$ cat src/rtl/uart_rx_pkg.sv
package uart_rx_pkg;

    typedef enum logic [1:0] {
        RX_IDLE  = 2'd0,
        RX_START = 2'd1,
        RX_DATA  = 2'd2,
        RX_STOP  = 2'd3
    } rx_state_e;

    typedef enum logic [1:0] {
        SRC_BAUD  = 2'd0,
        SRC_SYS   = 2'd1,
        SRC_TIMER = 2'd2,
        SRC_EXT   = 2'd3
    } tick_src_e;

    localparam int VOTE_TAPS = 3;

    // 2-of-3 majority
    function automatic logic vote3(input logic [VOTE_TAPS-1:0] s);
        return (s[0] & s[1]) | (s[0] & s[2]) | (s[1] & s[2]);
    endfunction

endpackage

$ cat src/rtl/rx_sync.sv
module rx_sync #(
    parameter int   STAGES  = 2,
    parameter logic RST_VAL = 1'b1
) (
    input  logic clk,
    input  logic rst,
    input  logic d,
    output logic q
);
    logic [STAGES-1:0] chain;

    always_ff @(posedge clk) begin
        if (rst) chain <= {STAGES{RST_VAL}};
        else     chain <= {chain[STAGES-2:0], d};
    end

    assign q = chain[STAGES-1];
endmodule

$ cat src/rtl/rx_tick_mux.sv
module rx_tick_mux
    import uart_rx_pkg::*;
#(
    parameter int SYNC_STAGES = 2
) (
    input  logic       clk,
    input  logic       rst,
    input  logic       tick_baud,
    input  logic       tick_sys,
    input  logic       tick_timer,
    input  logic       ext_clk,
    input  logic [1:0] src_sel,
    output logic       tick
);
    logic ext_s;
    logic ext_prev;
    logic ext_rise;

    rx_sync #(.STAGES(SYNC_STAGES), .RST_VAL(1'b0)) u_ext_sync (
        .clk (clk),
        .rst (rst),
        .d   (ext_clk),
        .q   (ext_s)
    );

    always_ff @(posedge clk) begin
        if (rst) ext_prev <= 1'b0;
        else     ext_prev <= ext_s;
    end

    assign ext_rise = ext_s & ~ext_prev;

    always_comb begin
        unique case (tick_src_e'(src_sel))
            SRC_BAUD:  tick = tick_baud;
            SRC_SYS:   tick = tick_sys;
            SRC_TIMER: tick = tick_timer;
            SRC_EXT:   tick = ext_rise;
            default:   tick = 1'b0;
        endcase
    end

    // edge-derived ticks can never arrive on two consecutive cycles
    AST_EXT_TICK_SPACED: assert property (@(posedge clk) disable iff (rst)
        (src_sel == SRC_EXT && tick) |=> (src_sel != SRC_EXT || !tick));
endmodule

$ cat src/rtl/rx_frame_core.sv
module rx_frame_core
    import uart_rx_pkg::*;
#(
    parameter int DATA_BITS = 8,
    parameter int OVS       = 16
) (
    input  logic                 clk,
    input  logic                 rst,
    input  logic                 tick,
    input  logic                 rxd_s,
    output logic [DATA_BITS-1:0] rx_byte,
    output logic                 rx_valid,
    output logic                 rx_ferr
);
    localparam int CNT_W     = $clog2(OVS);
    localparam int BIT_W     = (DATA_BITS > 1) ? $clog2(DATA_BITS) : 1;
    localparam int SMP_LAST  = OVS / 2;          // cnt value on the 9th tick
    localparam int SMP_FIRST = SMP_LAST - 2;     // cnt value on the 7th tick
    localparam logic [CNT_W-1:0] CNT_MAX = CNT_W'(OVS - 1);
    localparam logic [CNT_W-1:0] CNT_LO  = CNT_W'(SMP_FIRST);
    localparam logic [CNT_W-1:0] CNT_HI  = CNT_W'(SMP_LAST);
    localparam logic [BIT_W-1:0] BIT_END = BIT_W'(DATA_BITS - 1);

    rx_state_e              state;
    logic [CNT_W-1:0]       cnt;
    logic [VOTE_TAPS-1:0]   smp;
    logic [BIT_W-1:0]       bit_idx;
    logic [DATA_BITS-1:0]   shreg;
    logic                   rxd_prev;
    logic                   fall;
    logic                   bit_val;
    logic                   in_window;
    logic                   period_end;

    assign fall       = rxd_prev & ~rxd_s;
    assign bit_val    = vote3(smp);
    assign in_window  = (cnt >= CNT_LO) && (cnt <= CNT_HI);
    assign period_end = (cnt == CNT_MAX);

    always_ff @(posedge clk) begin
        if (rst) begin
            state    <= RX_IDLE;
            cnt      <= '0;
            smp      <= '1;
            bit_idx  <= '0;
            shreg    <= '0;
            rxd_prev <= 1'b1;
            rx_byte  <= '0;
            rx_valid <= 1'b0;
            rx_ferr  <= 1'b0;
        end else begin
            rxd_prev <= rxd_s;
            rx_valid <= 1'b0;
            if (state == RX_IDLE) begin
                if (fall) begin
                    state <= RX_START;
                    cnt   <= '0;
                end
            end else if (tick) begin
                cnt <= cnt + 1'b1;
                if (in_window) smp <= {rxd_s, smp[VOTE_TAPS-1:1]};
                if (period_end) begin
                    unique case (state)
                        RX_START: begin
                            bit_idx <= '0;
                            state   <= bit_val ? RX_IDLE : RX_DATA;
                        end
                        RX_DATA: begin
                            shreg <= {bit_val, shreg[DATA_BITS-1:1]};
                            if (bit_idx == BIT_END) state <= RX_STOP;
                            else                    bit_idx <= bit_idx + 1'b1;
                        end
                        RX_STOP: begin
                            rx_byte  <= shreg;
                            rx_ferr  <= ~bit_val;
                            rx_valid <= 1'b1;
                            state    <= RX_IDLE;
                        end
                        default: state <= RX_IDLE;
                    endcase
                end
            end
        end
    end

    AST_CNT_NEEDS_TICK: assert property (@(posedge clk) disable iff (rst)
        (state != RX_IDLE && !tick) |=> $stable(cnt));
    AST_CNT_WRAP: assert property (@(posedge clk) disable iff (rst)
        (state != RX_IDLE && tick && period_end) |=> (cnt == '0));
    AST_START_ON_FALL: assert property (@(posedge clk) disable iff (rst)
        (state == RX_START && $past(state) == RX_IDLE) |-> !$past(rxd_s));
    AST_VALID_PULSE: assert property (@(posedge clk) disable iff (rst)
        rx_valid |=> !rx_valid);
    AST_VALID_BACK_IDLE: assert property (@(posedge clk) disable iff (rst)
        rx_valid |-> (state == RX_IDLE));
    AST_BYTE_ONLY_STROBE: assert property (@(posedge clk) disable iff (rst)
        !$stable(rx_byte) |-> rx_valid);
    AST_FERR_ONLY_STROBE: assert property (@(posedge clk) disable iff (rst)
        !$stable(rx_ferr) |-> rx_valid);
endmodule

$ cat src/rtl/uart_os_rx.sv
module uart_os_rx
    import uart_rx_pkg::*;
#(
    parameter int DATA_BITS   = 8,
    parameter int OVS         = 16,
    parameter int SYNC_STAGES = 2
) (
    input  logic                 clk,
    input  logic                 rst,
    input  logic                 tick_baud,
    input  logic                 tick_sys,
    input  logic                 tick_timer,
    input  logic                 ext_clk,
    input  logic [1:0]           src_sel,
    input  logic                 rxd,
    output logic [DATA_BITS-1:0] rx_byte,
    output logic                 rx_valid,
    output logic                 rx_ferr
);
    logic tick;
    logic rxd_s;

    rx_tick_mux #(.SYNC_STAGES(SYNC_STAGES)) u_tick_mux (
        .clk        (clk),
        .rst        (rst),
        .tick_baud  (tick_baud),
        .tick_sys   (tick_sys),
        .tick_timer (tick_timer),
        .ext_clk    (ext_clk),
        .src_sel    (src_sel),
        .tick       (tick)
    );

    rx_sync #(.STAGES(SYNC_STAGES), .RST_VAL(1'b1)) u_rxd_sync (
        .clk (clk),
        .rst (rst),
        .d   (rxd),
        .q   (rxd_s)
    );

    rx_frame_core #(.DATA_BITS(DATA_BITS), .OVS(OVS)) u_core (
        .clk      (clk),
        .rst      (rst),
        .tick     (tick),
        .rxd_s    (rxd_s),
        .rx_byte  (rx_byte),
        .rx_valid (rx_valid),
        .rx_ferr  (rx_ferr)
    );
endmodule

$ cat config.mk
export PLATFORM = sky130hd
export DESIGN_NAME = uart_os_rx
export DESIGN_NICKNAME = d
export VERILOG_FILES = /design/src/rtl/uart_rx_pkg.sv /design/src/rtl/rx_sync.sv /design/src/rtl/rx_tick_mux.sv /design/src/rtl/rx_frame_core.sv /design/src/rtl/uart_os_rx.sv
export SDC_FILE = /design/constraint.sdc
export NUM_CORES = 1
export LEC_CHECK = 0
export BUFFER_PORTS_ARGS = -buffer_cell sky130_fd_sc_hd__buf_4
export CAP_MARGIN = 20
export CELL_PAD_IN_SITES_DETAIL_PLACEMENT = 0
export CELL_PAD_IN_SITES_GLOBAL_PLACEMENT = 1
export CORE_MARGIN = 8
export CORE_UTILIZATION = 40
export DETAILED_ROUTE_END_ITERATION = 6
export PLACE_DENSITY_LB_ADDON = 0.1
export SLEW_MARGIN = 20
export SYNTH_ARGS = -nofsm -noshare
export SYNTH_HDL_FRONTEND = slang
export SYNTH_SLANG_ARGS = --single-unit
export TNS_END_PERCENT = 5
$ cat constraint.sdc
create_clock -name clk -period 1.75 [get_ports clk]
set_clock_uncertainty 0.2 [all_clocks]
set_input_delay 0.35 -clock clk [delete_from_list [all_inputs] [get_ports clk]]
set_output_delay 0.35 -clock clk [all_outputs]
set_load 0.01 [all_outputs]
# Word level (Yosys, flattened, before mapping)
# Cells that the tools add are included.
[op_classes]
add_sub_neg = 2
eq_ne = 11
multipliers = 0
div = 0
muxes = 14
bitwise = 13
n_lt_le_gt_ge = 2
n_reduce_logical = 13
shifts = 0
[op_table]
columns = ["op", "count"]
rows = [
  ["$mux W2", 6],
  ["$mux W4", 3],
  ["$reduce_and A4 Y1", 3],
  ["$eq A2 B2 Y1 const B", 4],
  ["$not A1 Y1", 6],
  ["$pmux W3 S2", 1],
  ["$reduce_bool A2 Y1", 3],
  ["$and A1 B1 Y1", 5],
  ["$reduce_and A5 Y1", 1],
  ["$add A4 B1 Y4 const B", 1],
  ["$eq A2 B1 Y1 const B", 2],
  ["$eq A4 B4 Y1 const B", 1],
  ["$ge A4 B3 Y1 const B", 1],
  ["$le A4 B4 Y1 const B", 1],
  ["$logic_not A2 Y1", 2],
  ["$pmux W1 S4", 1],
  ["$pmux W2 S2", 1],
  ["$reduce_or A4 Y1", 1],
  ["$add A3 B1 Y3 const B", 1],
  ["$eq A3 B3 Y1 const B", 1],
  ["$mux W3", 1],
  ["$ne A3 B1 Y1 const B", 1],
  ["$reduce_and A3 Y1", 1],
  ["$ne A2 B1 Y1 const B", 1],
  ["other kinds (5)", 6],
]
[word_totals]
ff_bits = 36
in_bits = 9
memories = 0
output_inout_bits = 10
elab_cells = 67
rom_bits = 0
mem_bits_rw = 0
latchBits = 0

# Logic depth before layout (Yosys ltp)
# Gate-level depths: netlist of run 1.
[depth]
word_depth = 8
mapped_depth = 7
mapped_depth_nobuf = 6

# Cells and area by module
# Synthesis of run 1 repeated with hierarchy kept, for this count alone.
[unflattened]
hier_cells = 161
hier_area_um2 = 1487.7
[by_module_without_submodules]
columns = ["module", "seq_area_each_um2", "area_per_inst_um2", "cells_each", "instances"]
rows = [
  ["rx_frame_core", 620.6, 1327.5, 149, 1],
  ["rx_sync", 40.0, 52.6, 4, 2],
  ["rx_tick_mux", 20.0, 55.1, 4, 1],
]

# Least setup slack after synthesis of run 1
# No wires, ideal clock.
[synth_timing]
path_kind = "input-to-reg"
from = "in src_sel[1]"
to = "reg u_core.state[0]"
slack_ns = -0.094
setup_time_ns = 0.122
n_path_buf = 1
t_arrival_ns = 1.522
stages = 5
required_time_ns = 1.428
path_cell_list = "inv_1 mux4_2 buf_6 and3_1 o311a_1"
[synth_via]
elab_chain_cells = 4
elab_cells_between_ends = 7
cone_classes = "eq/ne: 3; mux: 1; reduce/logical: 3"
[synth_lines]
columns = ["element", "line", "text"]
rows = [
  ["start, declared", "uart_os_rx.sv:14", "input logic [1:0] src_sel,"],
  ["$eq A2 B2 Y1 (tied with other cells)", "rx_tick_mux.sv:34", "unique case (tick_src_e'(src_sel))"],
  ["$pmux W1 S4 (*)", "rx_tick_mux.sv:34", ""],
  ["$reduce_bool A2 Y1 (no source line) (*)", "--", ""],
  ["$reduce_and A4 Y1 (no source line) (*)", "--", ""],
  ["end signal, assigned", "rx_frame_core.sv:66", "state <= bit_val ? RX_IDLE : RX_DATA;"],
  ["end, declared", "rx_frame_core.sv:24", "rx_state_e state;"],
]
# Every way passes the cells marked *; elsewhere a longest branch is shown, timed or not.
# A chain may end at the register's enable or synchronous reset.

# Worst setup path in the final report of run 1
[layout_timing]
from = "reg u_tick_mux.ext_prev"
to = "reg u_core.state[0]"
[layout_via]
elab_chain_cells = 5
[layout_lines]
columns = ["element", "line", "text"]
rows = [
  ["start, declared", "rx_tick_mux.sv:16", "logic ext_prev;"],
  ["start signal, assigned", "rx_tick_mux.sv:28", "else ext_prev <= ext_s;"],
  ["$not A1 Y1", "rx_tick_mux.sv:31", "assign ext_rise = ext_s & ~ext_prev;"],
  ["$and A1 B1 Y1", "rx_tick_mux.sv:31", ""],
  ["$pmux W1 S4", "rx_tick_mux.sv:34", ""],
  ["$reduce_bool A2 Y1 (no source line)", "--", ""],
  ["$reduce_and A4 Y1 (no source line)", "--", ""],
]
# No other way between the ends.

==> results.py, run 1 <==
metrics = {
    "timing": {
        "slew_headroom_pct": 69.99,
        "finalWorstSetupSlack_ps": -60.82,
        "finalCriticalPeriod_ps": 1811,
        "worst_pin_slew_ps": 448.1,
        "period_share_pct": 103.5,
        "whs_ps": 46.10,
        "setup_viol_count_final": 7,
        "finalMaxSlewViolations": 0,
        "rsz0062_at_grt": "yes",
        "hold_viol_final": 0,
        "fmax_ghz": 0.5522,
    },
    "power": {
        "p_leak_nw": 0.8813,
        "p_total_mw": 1.669,
        "p_per_area_mw_per_mm2": 822.9,
        "ir_drop_mv": 0.4109,
    },
    "global_route": {
        "antenna_found_initial": 0,
        "grt_overflow": 0,
        "grt_use_total_pct": 11.58,
        "first_global_vias": 1236,
        "grt_pass1_wl_mm": 5.789,
        "grt_max_degree": 28,
    },
    "yosys": {
        "syn-num-nets": 184,
        "synth_compound_area_share_pct": 6.417,
        "synth_area_leader_cell": "dfxtp_1",
        "synth-seq-area-share_pct": 44.00,
        "synthAdderAreaFrac_pct": 6.723,
        "ys_types": 37,
        "syn_inst": 167,
        "synth_simple_gate_area_share_pct": 19.86,
        "synth_top_area_share_pct": 44.00,
        "synth_area_per_cell_um2": 9.807,
        "yosysWarnings": 0,
        "syn_area_mm2": 0.001638,
        "ys_top_cells_by_count": "dfxtp_1 (36), mux2i_1 (23), nand2_1 (22)",
        "synth_most_common_cell": "dfxtp_1",
        "synth_ff_type": "dfxtp_1",
        "synth_xor_area_share_pct": 0,
        "async_reset_ff_share_pct": 0,
        "synth.area.top_cells": "dfxtp_1 (44%), mux2i_1 (14%), ha_1 (6.1%)",
        "synth_seq_cells": 36,
        "synth-edff-count": 0,
        "synth_top_family_by_area": "simple AND/OR/NAND/NOR gates",
        "synth_mux_area_share_pct": 16.81,
    },
    "clock_tree": {
        "h-tree-depth": 2,
        "cts_hold_buf": 0,
        "cts.sinks": 36,
        "cts_setup_buffers": 0,
        "cts_buffers": 5,
        "clk_path_buf_depth": 2,
        "cts_tree": "built",
        "cts.clk_slew.worst_paths_ps": 80,
        "root_buffer": "clkbuf_8",
        "clock_latency_ps": 290,
    },
    "layout": {
        "final_net_count": 209,
        "area_growth_pct": 23.84,
        "layout-drive-gt1-share_pct": 29.02,
        "antennaDiodeCount": 0,
    },
    "floorplanning": {
        "die_height_um": 79.99,
        "fp.dieW_um": 79.99,
        "core-area_mm2": 0.003971,
        "die_area_mm2": 0.006398,
        "start_util_pct": 41.24,
        "rows": 23,
        "io-pin-count": 19,
    },
    "worst_hold_path": {
        "hold_start": "rxd",
        "whs_endpoint": "u_rxd_sync.chain[0]",
        "hold_path_class": "in -> reg",
        "holdPathStages": 2,
    },
    "run_status": {
        "status": "complete, but fails checks",
        "violations": "setup timing",
    },
    "placed_design": {
        "place_worst_setup_slack_ps": -208.0,
        "port_buffers": 18,
        "dp.final_hpwl_mm": 2.385,
        "gp_congestion": 0.7323,
    },
    "drt": {
        "routed_wl_mm": 3.439,
        "drtIter0Drc": 55,
        "ant_nets": 0,
        "drc": 0,
        "wl_per_cell_um": 14.15,
        "post_drt_via_cell_ratio": 5.148,
        "vias": 1251,
        "first_pass_iters": 4,
    },
    "critical_path": {
        "critical_path_class": "reg -> reg",
        "rrSetupSlack_ps": -60,
        "worstPathRequired_ps": 1730,
        "r2r_cells": 4,
        "rr_startpoint": "u_tick_mux.ext_prev",
        "arrival_ps": 1790,
        "cp-end-kind": "flip-flop",
        "startpoint_type": "flip-flop",
        "r2r-end": "u_core.state[0]",
        "cp_max_fo": 2,
    },
    "run": {
        "max_cap_violations": 0,
    },
}
-- what timing repair did --
action / CTS / global route
pin swaps: 3 / 2
resized for setup: 6 / 7
cloned: 1 / 0
endpoints found under the setup margin: 21 / 25
-- cell type report --
type                       instances  area [um2]
clock buffer                       5       68.82
clock inverter                     3       42.54
fill                             374        1943
inverter                          11       43.79
multi-input combinational        111       884.6
sequential                        36       723.2
tap                               50       62.56
timing repair buffer              27       202.7
-- registers in the layout, summed over array words and instances (netlist names) --
register and cells:
u_core.rx_ferr 1, u_core.rx_byte 8, u_tick_mux.ext_prev 1, u_tick_mux.u_ext_sync.chain 2
u_core.bit_idx 3, u_core.rx_valid 1, u_core.shreg 8, u_core.rxd_prev 1
u_core.smp 3, u_core.state 2, u_core.cnt 4, u_rxd_sync.chain 2
-- critical path, stage by stage, from the launching register on --
cell and delay (ps):
dfxtp_2 340, nand2b_1 140, mux4_2 480, or4_1 410
o311a_1 140
-- power by group --
part           total [mW]  internal (mW)  switching, mW
clock               0.732          0.422          0.311
sequential          0.830          0.826        0.00355
combinational       0.107         0.0478         0.0590
total                1.67           1.30          0.373
-- cell families (layout without fill, tap and decap cells) --
| group | count (synthesis) | after routing |
|---|---|---|
| AND/OR/NAND/NOR | 62 | 62 |
| AO/OA/AOI/OAI | 14 | 14 |
| multiplexers | 25 | 26 |
| flip-flops | 36 | 36 |
| adder cells (fa/ha/maj) | 9 | 9 |
| buffers and inverters | 21 | 46 |
-- per-layer routing --
metal | wire length, um | GRT usage (%) | vias to the layer above | part of all wire [%]
met5 | 0 | 0 | - | 0
met4 | 38 | 3.818 | 0 | 1.1
met3 | 244 | 4.955 | 7 | 7.1
met2 | 1658 | 19.08 | 27 | 48
met1 | 1498 | 13.09 | 592 | 44
li1 | - | - | 625 | -
-- worst max-delay path by stage --
| stage | from | to | slack (ps) | depth (start not counted) |
|---|---|---|---|---|
| floorplan | src_sel[1] | u_core.state[0] | -20 | 5 |
| global placement | src_sel[1] | u_core.state[0] | -180 | 5 |
| detailed placement | src_sel[1] | u_core.state[0] | -210 | 5 |
| CTS | u_tick_mux.u_ext_sync.chain[1] | u_core.state[0] | -50 | 4 |
| global route | u_tick_mux.ext_prev | u_core.state[0] | -100 | 4 |
| finish | u_tick_mux.ext_prev | u_core.state[0] | -60 | 4 |
-- layout by cell type (no fill, tap or decap), types with 2 or more instances in the layout --
cell type / count
nor2_1: 8
clkbuf_8: 5
nor3_1: 2
or2_2: 2
dfxtp_1: 34
nor2b_1: 4
and3_4: 3
mux2i_1: 23
a31o_2: 2
buf_4: 27
a21oi_1: 4
nand3_1: 4
nand2_1: 22
nand2b_1: 4
inv_1: 9
ha_1: 7
dfxtp_2: 2
mux4_2: 3
-- per-stage QoR --
stage / area [um2] / instances / util [%] / TNS (ps)
finish: 2028 / 243 / 51.07 / -139.9
CTS: 2006 / 243 / 50.50 / -237.2
global route: 2028 / 243 / 51.07 / -777.8
detailed placement: 1851 / 234 / 46.60 / -3984
global placement: 1851 / 234 / 46.60 / -3297
floorplan: 1645 / 167 / - / -24.14
Note: power is estimated with default switching activity, not from simulation.
==> run 2: changes to the inputs <==
--- a/config.mk
+++ b/config.mk
@@ -13,7 +13,8 @@
 export CORE_UTILIZATION = 40
 export DETAILED_ROUTE_END_ITERATION = 6
 export PLACE_DENSITY_LB_ADDON = 0.1
-export SLEW_MARGIN = 20
+export RECOVER_POWER = 25
+export SLEW_MARGIN = 25
 export SYNTH_ARGS = -nofsm -noshare
 export SYNTH_HDL_FRONTEND = slang
 export SYNTH_SLANG_ARGS = --single-unit
==> run 2 against run 1 <==
The flow still finishes with violations (setup timing). Clock-buffer cell count unchanged. First-iteration DRC count down 3.6%. Total power about the same. Critical path depth unchanged. Wire length about the same. Worst setup slack about the same. Final cell count unchanged. Largest cell class unchanged. Largest power group unchanged.
==> results.py, run 2 (same netlist as run 1, synthesis figures left out) <==
metrics = {
    "run_status": {
        "status": "complete, but fails checks",
        "violations": "setup timing",
    },
    "clock_tree": {
        "h-tree-depth": 2,
        "cts.sinks": 36,
        "clk_path_buf_depth": 2,
        "cts.clk_slew.worst_paths_ps": 80,
        "cts_tree": "built",
        "cts_buffers": 5,
        "root_buffer": "clkbuf_8",
        "cts_hold_buf": 0,
        "clock_latency_ps": 290,
    },
    "global_route": {
        "antenna_found_initial": 0,
        "grt_overflow": 0,
        "grt_use_total_pct": 11.58,
        "grt_max_degree": 28,
        "first_global_vias": 1236,
        "grt_pass1_wl_mm": 5.789,
    },
    "placed_design": {
        "dp.final_hpwl_mm": 2.385,
        "port_buffers": 18,
        "place_worst_setup_slack_ps": -208.0,
        "gp_congestion": 0.7323,
    },
    "power": {
        "p_leak_nw": 0.8734,
        "p_per_area_mw_per_mm2": 825.4,
        "ir_drop_mv": 0.4107,
        "swShare_pct": 22.38,
        "p_clk_share_pct": 43.9,
        "combinationalPowerShare_pct": 6.3,
        "p_seq_share_pct": 49.8,
        "power.internal_mw": 1.295,
        "switching_power_uw": 373.3,
    },
    "critical_path": {
        "startpoint_type": "flip-flop",
        "cp-end-kind": "flip-flop",
        "worstPathRequired_ps": 1730,
        "cp_max_fo": 2,
        "rrSetupSlack_ps": -60,
        "arrival_ps": 1790,
        "critical_path_class": "reg -> reg",
    },
    "timing": {
        "finalCriticalPeriod_ps": 1811,
        "worst_pin_slew_ps": 806.5,
        "fmax_ghz": 0.5522,
        "hold_viol_final": 0,
        "setup_viol_count_final": 7,
        "period_share_pct": 103.5,
        "finalMaxSlewViolations": 0,
        "slew_headroom_pct": 46.24,
        "setup_tns_ps": -139.9,
        "finalWorstSetupSlack_ps": -60.81,
        "rsz0062_at_grt": "yes",
    },
    "drt": {
        "wl_per_cell_um": 14.16,
        "first_pass_iters": 4,
        "post_drt_via_cell_ratio": 5.148,
        "vias": 1251,
        "drc": 0,
        "drtIter0Drc": 53,
        "ant_nets": 0,
        "routed_wl_mm": 3.442,
    },
    "floorplanning": {
        "io-pin-count": 19,
        "fp.dieW_um": 79.99,
        "die_area_mm2": 0.006398,
        "die_height_um": 79.99,
        "core-area_mm2": 0.003971,
        "start_util_pct": 41.24,
        "rows": 23,
    },
    "worst_hold_path": {
        "hold_path_class": "in -> reg",
    },
    "layout": {
        "reg_top3": "u_core.rx_byte (8), u_core.shreg (8), u_core.cnt (4)",
        "layout.cells.most_common_list": "dfxtp_1 (34), buf_4 (25), mux2i_1 (23)",
        "layout-drive-gt1-share_pct": 27.98,
        "area_growth_pct": 23.38,
        "antennaDiodeCount": 0,
        "final_net_count": 209,
        "final_common_cell": "dfxtp_1",
    },
    "run": {
        "max_cap_violations": 0,
    },
}
[run 2: critical path: stages (launching register included)]
cell,delay [ps]
dfxtp_2,340
nand2b_1,140
mux4_2,480
or4_1,410
o311a_1,140
[run 2: power groups by stage]
stage	Clock, mW	Sequential, mW	Combinational, mW
final	0.732	0.830	0.106
after global routing	0.788	0.831	0.115
after CTS	0.752	0.829	0.104
after detailed placement	0	0.849	0.0917
after global placement	0	0.849	0.0891
after floorplan	0	0.848	0.0557
[run 2: cell type report]
class                   instances  area, um2
multi-input cells             111      884.6
flip-flops and latches         36      723.2
inverters                      11      43.79
fillers                       375       1951
clock inverters                 3      42.54
repair buffers                 27      195.2
well taps                      50      62.56
clock buffers                   5      68.82
[run 2: final timing paths]
| path | from | cells past startpoint | to |
|---|---|---|---|
| worst min register to register | u_rxd_sync.chain[0] | 1 | u_rxd_sync.chain[1] |
| worst max-delay path | u_tick_mux.ext_prev | 4 | u_core.state[0] |
| worst max register to register | u_tick_mux.ext_prev | 4 | u_core.state[0] |
| worst min-delay path | rxd | 2 | u_rxd_sync.chain[0] |
[run 2: metrics by stage]
stage | hold WS [ps] | cell area (um2) | total power, mW | utilization, % | instances
after floorplan | 189.5 | 1645 | 0.9042 | - | 167
after global placement | 194.1 | 1851 | 0.9378 | 46.60 | 234
after detailed placement | 201.1 | 1851 | 0.9403 | 46.60 | 234
after CTS | 39.33 | 2006 | 1.685 | 50.50 | 243
after global routing | 39.32 | 2021 | 1.733 | 50.88 | 243
final | 46.12 | 2021 | 1.668 | 50.88 | 243
[run 2: timing repair]
| item | in CTS | in global routing |
|---|---|---|
| pin swaps | 3 | 2 |
| gates cloned | 1 | 0 |
| buffers inserted | 0 | 0 |
| setup endpoints to repair | 21 | 25 |
| gates resized for setup | 6 | 7 |
[run 2: metal layers]
layer,wire length (um),GRT usage (%)
met1,1504,13.09
met2,1657,19.08
met3,242,4.955
met4,38,3.818
met5,0,0
